==> src/rtl/exc_arb_pkg.sv <==
package exc_arb_pkg;
  localparam int VEC_W   = 8;
  localparam int N_STEPS = 9;
  localparam int IDX_W   = $clog2(N_STEPS);

  typedef logic [VEC_W-1:0] vec_t;

  // vector numbers
  localparam vec_t VN_DEBUG  = 8'd1;
  localparam vec_t VN_NMI    = 8'd2;
  localparam vec_t VN_INVOP  = 8'd6;
  localparam vec_t VN_NOCOP  = 8'd7;
  localparam vec_t VN_DOUBLE = 8'd8;
  localparam vec_t VN_SEGNP  = 8'd11;
  localparam vec_t VN_STACK  = 8'd12;
  localparam vec_t VN_GPROT  = 8'd13;
  localparam vec_t VN_COPERR = 8'd16;
  localparam vec_t VN_SEG_LO = 8'd10;
  localparam vec_t VN_SEG_HI = 8'd13;

  // check order; a lower index wins
  typedef enum logic [IDX_W-1:0] {
    S_TRAP, S_EXT, S_XBP, S_FETCH, S_DECODE, S_WAIT, S_ESC, S_CERR, S_XFER
  } step_e;
endpackage

==> src/rtl/exc_rst_sync.sv <==
module exc_rst_sync (
  input  logic clk,
  input  logic rst_n,
  output logic rst_sync_n
);
  logic [1:0] stage_q;

  always_ff @(posedge clk or negedge rst_n) begin
    if (!rst_n) stage_q <= 2'b00;
    else        stage_q <= {stage_q[0], 1'b1};
  end

  assign rst_sync_n = stage_q[1];
endmodule

==> src/rtl/exc_nmi_gate.sv <==
module exc_nmi_gate (
  input  logic clk,
  input  logic rst_n,
  input  logic nmi_in,
  input  logic take,
  input  logic handler_ret,
  output logic pending,
  output logic blocked
);
  logic level_q, pend_q, block_q;
  logic pend_d, block_d, rise;

  assign rise = nmi_in & ~level_q;

  always_comb begin
    pend_d  = (pend_q & ~take) | (rise & ~block_q & ~take);
    block_d = block_q;
    if (take)             block_d = 1'b1;
    else if (handler_ret) block_d = 1'b0;
  end

  always_ff @(posedge clk or negedge rst_n) begin
    if (!rst_n) begin
      level_q <= 1'b0;
      pend_q  <= 1'b0;
      block_q <= 1'b0;
    end else begin
      level_q <= nmi_in;
      pend_q  <= pend_d;
      block_q <= block_d;
    end
  end

  assign pending = pend_q;
  assign blocked = block_q;
endmodule

==> src/rtl/exc_cause_decode.sv <==
module exc_cause_decode
  import exc_arb_pkg::*;
(
  input  logic       trap_step,
  input  logic       nmi_pend,
  input  logic       intr_req,
  input  logic       int_enable,
  input  vec_t       intr_vec,
  input  logic       exec_bp,
  input  logic       prefetch_flt,
  input  logic       prefetch_gp,
  input  logic       illegal_op,
  input  logic       too_long,
  input  logic       priv_viol,
  input  logic       op_wait,
  input  logic       op_esc,
  input  logic       cr_ts,
  input  logic       cr_mp,
  input  logic       cr_em,
  input  logic       fpu_error,
  input  logic       xfer_flt,
  input  logic [1:0] xfer_code,
  output logic [N_STEPS-1:0] hit,
  output vec_t       vecs [N_STEPS],
  output logic       exc_any,
  output logic       ext_is_nmi
);
  always_comb begin
    hit[S_TRAP]   = trap_step;
    hit[S_EXT]    = nmi_pend | (intr_req & int_enable);
    hit[S_XBP]    = exec_bp;
    hit[S_FETCH]  = prefetch_flt;
    hit[S_DECODE] = illegal_op | too_long | priv_viol;
    hit[S_WAIT]   = op_wait & cr_ts & cr_mp;
    hit[S_ESC]    = op_esc & (cr_em | cr_ts);
    hit[S_CERR]   = (op_wait | op_esc) & fpu_error;
    hit[S_XFER]   = xfer_flt;

    vecs[S_TRAP]   = VN_DEBUG;
    vecs[S_EXT]    = nmi_pend ? VN_NMI : intr_vec;
    vecs[S_XBP]    = VN_DEBUG;
    vecs[S_FETCH]  = prefetch_gp ? VN_GPROT : VN_SEGNP;
    vecs[S_DECODE] = illegal_op ? VN_INVOP : VN_GPROT;
    vecs[S_WAIT]   = VN_NOCOP;
    vecs[S_ESC]    = VN_NOCOP;
    vecs[S_CERR]   = VN_COPERR;
    case (xfer_code)
      2'd0:    vecs[S_XFER] = VN_SEGNP;
      2'd1:    vecs[S_XFER] = VN_STACK;
      default: vecs[S_XFER] = VN_GPROT;
    endcase
  end

  assign exc_any    = |(hit & ~(N_STEPS'(1) << S_EXT));
  assign ext_is_nmi = nmi_pend;
endmodule

==> src/rtl/exc_step_select.sv <==
module exc_step_select
  import exc_arb_pkg::*;
#(
  parameter int N = N_STEPS
) (
  input  logic [N-1:0]     hit,
  input  vec_t             vecs [N],
  output logic             any,
  output vec_t             sel_vec,
  output logic [IDX_W-1:0] sel_idx
);
  always_comb begin
    any     = |hit;
    sel_vec = '0;
    sel_idx = '0;
    for (int i = N - 1; i >= 0; i--) begin
      if (hit[i]) begin
        sel_vec = vecs[i];
        sel_idx = IDX_W'(i);
      end
    end
  end
endmodule

==> src/rtl/exc_boundary_arbiter.sv <==
module exc_boundary_arbiter
  import exc_arb_pkg::*;
(
  input  logic       clk,
  input  logic       rst_n,
  input  logic       boundary,
  input  logic       trap_step,
  input  logic       nmi_in,
  input  logic       intr_req,
  input  logic       int_enable,
  input  logic [7:0] intr_vec,
  input  logic       exec_bp,
  input  logic       prefetch_flt,
  input  logic       prefetch_gp,
  input  logic       illegal_op,
  input  logic       too_long,
  input  logic       priv_viol,
  input  logic       op_wait,
  input  logic       op_esc,
  input  logic       cr_ts,
  input  logic       cr_mp,
  input  logic       cr_em,
  input  logic       fpu_error,
  input  logic       xfer_flt,
  input  logic [1:0] xfer_code,
  input  logic       handler_ret,
  input  logic       invoke_done,
  output logic       vec_valid,
  output logic [7:0] vec_num,
  output logic       intr_ack
);
  logic             rst_core_n;
  logic             nmi_pend, nmi_block, nmi_take;
  logic [N_STEPS-1:0] hit;
  vec_t             vecs [N_STEPS];
  logic             exc_any, ext_is_nmi, any;
  vec_t             sel_vec;
  logic [IDX_W-1:0] sel_idx;
  logic             valid_q, valid_d, ack_q, ack_d, infl_q, infl_d;
  vec_t             vec_q, vec_d;

  exc_rst_sync u_rst (.clk(clk), .rst_n(rst_n), .rst_sync_n(rst_core_n));

  exc_nmi_gate u_nmi (
    .clk(clk), .rst_n(rst_core_n), .nmi_in(nmi_in), .take(nmi_take),
    .handler_ret(handler_ret), .pending(nmi_pend), .blocked(nmi_block)
  );

  exc_cause_decode u_dec (
    .trap_step(trap_step), .nmi_pend(nmi_pend), .intr_req(intr_req),
    .int_enable(int_enable), .intr_vec(intr_vec), .exec_bp(exec_bp),
    .prefetch_flt(prefetch_flt), .prefetch_gp(prefetch_gp),
    .illegal_op(illegal_op), .too_long(too_long), .priv_viol(priv_viol),
    .op_wait(op_wait), .op_esc(op_esc), .cr_ts(cr_ts), .cr_mp(cr_mp),
    .cr_em(cr_em), .fpu_error(fpu_error), .xfer_flt(xfer_flt),
    .xfer_code(xfer_code), .hit(hit), .vecs(vecs), .exc_any(exc_any),
    .ext_is_nmi(ext_is_nmi)
  );

  exc_step_select #(.N(N_STEPS)) u_sel (
    .hit(hit), .vecs(vecs), .any(any), .sel_vec(sel_vec), .sel_idx(sel_idx)
  );

  // next-state: dispatch decision for this boundary
  always_comb begin
    valid_d  = 1'b0;
    vec_d    = '0;
    ack_d    = 1'b0;
    nmi_take = 1'b0;
    infl_d   = infl_q & ~invoke_done;
    if (boundary) begin
      if (infl_q && exc_any) begin
        valid_d = 1'b1;
        vec_d   = VN_DOUBLE;
        infl_d  = 1'b0;
      end else if (any) begin
        valid_d = 1'b1;
        vec_d   = sel_vec;
        infl_d  = (sel_idx != S_EXT) && (sel_vec >= VN_SEG_LO) && (sel_vec <= VN_SEG_HI);
        if (sel_idx == S_EXT) begin
          nmi_take = ext_is_nmi;
          ack_d    = ~ext_is_nmi;
        end
      end
    end
  end

  always_ff @(posedge clk or negedge rst_core_n) begin
    if (!rst_core_n) begin
      valid_q <= 1'b0;
      vec_q   <= '0;
      ack_q   <= 1'b0;
      infl_q  <= 1'b0;
    end else begin
      valid_q <= valid_d;
      vec_q   <= vec_d;
      ack_q   <= ack_d;
      infl_q  <= infl_d;
    end
  end

  assign vec_valid = valid_q;
  assign vec_num   = vec_q;
  assign intr_ack  = ack_q;
endmodule

==> config.mk <==
export PLATFORM = sky130hd
export DESIGN_NAME = exc_boundary_arbiter
export DESIGN_NICKNAME = d
export VERILOG_FILES = /design/src/rtl/exc_arb_pkg.sv /design/src/rtl/exc_rst_sync.sv /design/src/rtl/exc_nmi_gate.sv /design/src/rtl/exc_cause_decode.sv /design/src/rtl/exc_step_select.sv /design/src/rtl/exc_boundary_arbiter.sv
export SDC_FILE = /design/constraint.sdc
export NUM_CORES = 1
export LEC_CHECK = 0
export BUFFER_PORTS_ARGS = -buffer_cell sky130_fd_sc_hd__clkbuf_2
export CAP_MARGIN = 5
export CORE_UTILIZATION = 59
export CTS_CLUSTER_DIAMETER = 200
export CTS_CLUSTER_SIZE = 20
export DETAILED_ROUTE_END_ITERATION = 10
export GPL_ROUTABILITY_DRIVEN = 1
export PLACE_DENSITY = 0.91
export SLEW_MARGIN = 20
export SYNTH_ARGS = -nofsm -noshare
export SYNTH_HDL_FRONTEND = slang
export SYNTH_HIERARCHICAL = 1
export SYNTH_SLANG_ARGS = --single-unit
==> constraint.sdc <==
create_clock -name clk -period 0.99 [get_ports clk]
set_input_delay 0.0495 -clock clk [delete_from_list [all_inputs] [get_ports clk]]
set_output_delay 0.0495 -clock clk [all_outputs]
set_load 0.01 [all_outputs]
==> flow_summary.json, run 1 <==
{
  "dieArea_um2": 3500,
  "cts_htree_levels": 1,
  "initial_core_util_pct": 62.7,
  "p_comb_share_pct": 51.7,
  "die_w_um": 59.2,
  "overflow": 0,
  "numPortBuffers": 41,
  "critical-path-top-delay-family": "simple AND/OR/NAND/NOR gates",
  "arrival_ns": 2.13,
  "hold_viol_final": 0,
  "reg2reg_depth": 7,
  "min-delay-path-class": "in2reg",
  "hpwl_um": 3310,
  "ant_nets": 0,
  "syn_avg_cell_area_um2": 8.07,
  "syn_inst": 239,
  "area_growth_pct": 21.7,
  "fmax_ghz": 0.522,
  "rows": 20,
  "antennaDiodeCount": 0,
  "p_clk_share_pct": 17.7,
  "die_y_um": 59.2,
  "ys_seq_elements": 16,
  "switchingPower_uw": 971,
  "r2r_end": "intr_ack$_DFF_PN0_",
  "finalCriticalPeriod_ns": 1.92,
  "clk_pin_slew_worst_paths_ns": 0.08,
  "rsz0062_at_grt": "yes",
  "final_common_cell": "conb_1",
  "cp-end-kind": "flip-flop",
  "vias_per_cell": 5.06,
  "route.detailed.drc": 0,
  "regArea_um2": 402,
  "cts_tree": "built",
  "drtPass1Iterations": 4,
  "synthFlopType": "dfrtp_1",
  "maxCapViolations": 0,
  "drt_iter0_drc": 97,
  "clock-root-buffer": "clkbuf_4",
  "r2r-start": "u_nmi/pending$_DFF_PN0_",
  "synth_cell_types": 46,
  "pin_count": 42,
  "async_flop_share_pct": 100,
  "grt_pass1_vias": 1675,
  "p_per_area_nw_per_um2": 1080,
  "most-common-layout-cells": "conb_1, clkbuf_2, buf_4",
  "synthTopCellsByArea": "buf_4, dfrtp_1, a22oi_1",
  "peakVddDrop_mv": 0.417,
  "hold_depth": 3,
  "worstHoldEndpoint": "u_nmi/blocked$_DFFE_PN0P_",
  "clockBufferDepth": 2,
  "wl_per_cell_um": 13.7,
  "grt_max_degree": 15,
  "worstSetupPathType": "reg2reg",
  "worstPathRequired_ns": 1.20,
  "antenna_found_initial": 0,
  "r2r_slack_ns": -0.93,
  "startpoint": "u_nmi/pending$_DFF_PN0_",
  "drive_gt1_share_pct": 42.3,
  "cts_buffers": 3,
  "switching_share_pct": 38.2,
  "yosys.area.top_type": "buf_4",
  "dp_cells": 337,
  "status": "finished, violations left",
  "instances_no_fill": 349,
  "cp_num_buf_inv": 2,
  "yosys.area.top_type_share_pct": 25.7,
  "grt_pass1_wl_um": 7130,
  "violations": "negative setup slack",
  "min_from": "handler_ret",
  "synth_edf_count": 0,
  "critPathMaxStageDelay_ns": 0.55,
  "internal_power_uw": 1570,
  "crit_path_start_kind": "flip-flop",
  "cp_max_fo": 5,
  "groute.usage.overall_pct": 27.6,
  "num-fill-cells": 211,
  "cp_cell_sequence": "a21o_1 > nor2_4 > buf_6 > a21boi_1 > or4b_4 > buf_4 > nor3b_2",
  "setup_viol_count_final": 13,
  "p_leak_uw": 0.00120,
  "core_um2": 3080,
  "layout.nets": 338,
  "preCtsSetupSlack_ns": -1.07,
  "yosysWarnings": 6,
  "slowest_stage": "or4b_4",
  "fin_crit_sh_pct": 194,
  "totalWireLength_um": 4790,
  "synth-seq-area-share_pct": 20.8,
  "synth_area_um2": 1930,
  "slew_violations": 0,
  "multi_input_area_um2": 1300,
  "finalWorstSetupSlack_ns": -0.926,
  "cts_sinks": 16,
  "vias": 1767,
  "seq_power_share_pct": 30.6,
  "gp_congestion": 0.845,
  "skew_ns": 0.00618,
  "insertion_delay_ns": 0.31
}
tightest hold or removal path, cell delays in order:
cell and delay (ns):
clkbuf_2 0.08, inv_1 0.05, a21o_2 0.12
cells in the mapped netlist (3+ instances only):
| cell type | count |
|---|---|
| nor2b_1 | 13 |
| a22oi_1 | 13 |
| conb_1 | 3 |
| inv_1 | 12 |
| buf_2 | 3 |
| clkbuf_1 | 3 |
| nand2_1 | 13 |
| a21oi_1 | 11 |
| a221oi_1 | 6 |
| o21ai_0 | 7 |
| nor2_1 | 6 |
| buf_4 | 66 |
| o31ai_1 | 5 |
| a211oi_1 | 7 |
| o221a_2 | 5 |
| a21o_1 | 3 |
| and2_1 | 7 |
| nand2b_1 | 4 |
| dfrtp_1 | 16 |
kinds of logic (layout without fill, tap and decap cells):
family / count (synthesis) / after routing / share of synthesized area (%)
buffers and inverters: 85 / 97 / 30.0
DFF: 16 / 16 / 20.8
xor gates and xnor gates: 1 / 1 / 0.454
other: 3 / 57 / 0.584
and+or+nand+nor: 63 / 63 / 20.4
AOI/OAI and AO/OA: 71 / 71 / 27.9
per-stage QoR:
stage	TNS, ns	util (%)	instance area (µm²)	hold WS, ns	total power [µW]
floorplan	-9.63	-	2190	-0.246	1630
global placement	-11.53	69.9	2150	-0.164	1790
detailed placement	-12.12	69.9	2150	-0.163	1830
CTS	-10.31	74.9	2310	0.0303	2380
global route	-11.61	76.3	2350	0.0191	2680
finish	-10.85	76.3	2350	0.0211	2540
worst max path at each step:
stage	endpoint	slack, ns	cells after the start
floorplan	u_nmi/pending$_DFF_PN0_	-0.85	7
global placement	infl_q$_DFF_PN0_	-0.97	9
detailed placement	infl_q$_DFF_PN0_	-1.07	9
CTS	u_nmi/blocked$_DFFE_PN0P_	-0.87	7
global route	infl_q$_DFF_PN0_	-0.99	9
finish	intr_ack$_DFF_PN0_	-0.93	7
registers in the layout, indices dropped and copies added (netlist names):
| signal | count |
|---|---|
| infl_q | 1 |
| intr_ack | 1 |
| u_nmi/blocked | 1 |
| u_nmi/level_q | 1 |
| u_nmi/pending | 1 |
| u_rst/stage_q | 2 |
| vec_num | 8 |
| vec_valid | 1 |
metal layers:
layer | vias up | share of wire (%) | track usage (%) | wire, µm
met3 | 16 | 5.7 | 6.11 | 271
met2 | 71 | 51 | 51.2 | 2460
li1 | 862 | - | - | -
met4 | 0 | 4.1 | 15.0 | 198
met1 | 818 | 39 | 28.3 | 1860
met5 | - | 0 | 0 | 0
repair_timing:
| action | in CTS | in global routing |
|---|---|---|
| pin swaps | 4 | 5 |
| hold endpoints to repair | 3 | 0 |
| setup endpoints to repair | 13 | 13 |
| resized for setup | 14 | 9 |
| hold buffers | 2 | 0 |
| buffers inserted | 5 | 1 |
power by group through the flow:
stage / combinational, µW / sequential (µW) / clock (µW)
2_1_floorplan: 797 / 832 / 0
3_3_place_gp: 1020 / 777 / 0
3_5_place_dp: 1050 / 784 / 0
4_1_cts: 1180 / 776 / 423
5_1_grt: 1420 / 785 / 483
6_report: 1320 / 779 / 450
area by class of cell:
class | instances | area share (%)
well taps | 44 | 2.34
flip-flops and latches | 16 | 17.1
clock buffers | 4 | 1.55
multi-input cells | 192 | 55.2
repair buffers | 81 | 21.9
inverters | 12 | 1.92
Power figures use the tool's default switching activity.
==> inputs of run 2 (changes only) <==
Settings changed: CORE_UTILIZATION 59 to 55, PLACE_DENSITY 0.91 to 0.86.
Clock period 0.99 ns to 2.1 ns, I/O delays scaled along.
==> flow_summary.json, run 2 (same netlist as run 1, synthesis figures left out) <==
{
  "status": "completed",
  "pin_count": 42,
  "switchingPower_uw": 355,
  "utilization_pct": 63.3,
  "regArea_um2": 400,
  "clock-root-buffer": "clkbuf_4",
  "die_w_um": 61.2,
  "p_comb_share_pct": 46.2,
  "critPathMaxStageDelay_ns": 0.56,
  "hold_depth": 2,
  "rsz0062_at_grt": "no",
  "instances_no_fill": 335,
  "drt_iter0_drc": 51,
  "cp_num_buf_inv": 1,
  "post_cts_buffers": 0,
  "r2r_slack_ns": 0.15,
  "num-fill-cells": 317,
  "largest_reg_flops": 8,
  "seq_power_share_pct": 35.0,
  "p_leak_uw": 0.00110,
  "insertion_delay_ns": 0.28,
  "dp_cells": 329,
  "dieArea_um2": 3750,
  "cp-end-kind": "flip-flop",
  "multi_input_area_um2": 1170,
  "wl_per_cell_um": 10.5,
  "finalCriticalPeriod_ns": 1.95,
  "hold_viol_final": 0,
  "cts_htree_levels": 1,
  "reg2reg_depth": 7,
  "cp_max_fo": 4,
  "maxCapViolations": 0,
  "switching_share_pct": 34.4,
  "fmax_ghz": 0.513,
  "core_um2": 3340,
  "initial_core_util_pct": 57.8,
  "skew_ns": 0.00172,
  "arrival_ns": 2.11,
  "worstPathRequired_ns": 2.26,
  "peakVddDrop_mv": 0.164,
  "p_clk_share_pct": 18.8,
  "startpoint": "u_nmi/pending$_DFF_PN0_",
  "area_growth_pct": 9.47,
  "die_y_um": 61.2,
  "worstHoldEndpoint": "vec_num[3]$_DFF_PN0_",
  "r2r-start": "u_nmi/pending$_DFF_PN0_",
  "vias_per_cell": 4.71,
  "rows": 21,
  "clockBufferDepth": 2,
  "final_common_cell": "conb_1",
  "layout.nets": 322,
  "grt_pass1_wl_um": 5780,
  "min_from": "boundary",
  "vias": 1577,
  "totalWireLength_um": 3530,
  "numPortBuffers": 41,
  "r2r_end": "u_nmi/pending$_DFF_PN0_",
  "drtPass1Iterations": 4,
  "setup_tns_ns": 0,
  "crit_path_start_kind": "flip-flop",
  "hpwl_um": 2980,
  "most-common-layout-cells": "conb_1, clkbuf_2, buf_4",
  "cts_buffers": 3,
  "cp_cell_sequence": "a21o_1 > nor2_2 > buf_4 > a21boi_0 > or4b_4 > a2111oi_2 > a21oi_1",
  "clk_pin_slew_worst_paths_ns": 0.08,
  "overflow": 0,
  "fin_crit_sh_pct": 92.9,
  "p_per_area_nw_per_um2": 488,
  "antenna_found_initial": 0,
  "slew_headroom_pct": 66.6,
  "min-delay-path-class": "in2reg",
  "internal_power_uw": 676,
  "tightest_slew_ns": 0.501,
  "critical-path-top-delay-family": "compound AO/OA/AOI/OAI gates",
  "grt_pass1_vias": 1357,
  "grt_max_degree": 17,
  "setup_viol_count_final": 0,
  "groute.usage.overall_pct": 20.2,
  "ant_nets": 0,
  "worstSetupPathType": "reg2reg",
  "slowest_stage": "or4b_4",
  "gp_congestion": 0.868,
  "route.detailed.drc": 0,
  "slew_violations": 0,
  "antennaDiodeCount": 0,
  "cts_sinks": 16,
  "cts_tree": "built",
  "drive_gt1_share_pct": 30.8
}
[run 2: cell types whose count changed in the layout (fill, tap and decap cells not counted), moves of 2 or more]
cell     delta
o31ai_1     +2
nor2b_1     +2
a21oi_2     -4
and2_4      -3
buf_4      -16
and2_1      +3
a22oi_2     -5
o31ai_2     -2
a22oi_1     +5
a21oi_1     +5
[run 2: worst reg2reg max path, cell delays in order, from the launching register on]
cell and delay, ns:
dfrtp_1 0.35, a21o_1 0.14, nor2_2 0.08, buf_4 0.14, a21boi_0 0.11, or4b_4 0.56
a2111oi_2 0.37, a21oi_1 0.07
[run 2: how the worst max path moves through the flow]
stage / end / slack (ns) / depth (start not counted)
after floorplan: u_nmi/pending$_DFF_PN0_ / 0.05 / 7
after global placement: infl_q$_DFF_PN0_ / -0.02 / 9
after detailed placement: infl_q$_DFF_PN0_ / -0.04 / 9
after CTS: infl_q$_DFF_PN0_ / 0.08 / 8
after global routing: infl_q$_DFF_PN0_ / 0.02 / 8
final: u_nmi/pending$_DFF_PN0_ / 0.15 / 7
[run 2: routing by layer]
layer	part of all wire, %	global-route usage, %	vias up
met1	47	26.6	696
met4	1.2	6.17	0
met5	0	0	-
met2	48	35.9	51
li1	-	-	826
met3	3.8	0.630	4
[run 2: area by class of cell]
| class | count | share of cell area (%) |
|---|---|---|
| sequential | 16 | 19.0 |
| inverter | 12 | 2.13 |
| timing repair buffer | 65 | 19.1 |
| multi-input combinational | 192 | 55.4 |
| tap | 46 | 2.73 |
| clock buffer | 4 | 1.72 |
[run 2: timing repair]
item,CTS,global route
hold buffers,2,0
endpoints found under the hold margin,3,0
setup endpoints to repair,0,1
resized for setup,0,4
[run 2: power by group through the flow]
stage	logic, µW	clock network [µW]	registers (µW)
floorplan	360	0	389
global placement	446	0	366
detailed placement	458	0	368
CTS	463	199	361
global route	531	211	366
finish	477	194	361
[run 2: stage by stage]
| stage | total power [µW] | worst slack [ns] | cell area, µm² | hold slack (ns) |
|---|---|---|---|---|
| floorplan | 750 | 0.0476 | 2130 | -0.191 |
| global placement | 813 | -0.0193 | 2040 | -0.108 |
| detailed placement | 826 | -0.0422 | 2040 | -0.108 |
| CTS | 1020 | 0.0759 | 2100 | 0.0693 |
| global route | 1110 | 0.0151 | 2110 | 0.0845 |
| finish | 1030 | 0.150 | 2110 | 0.0782 |
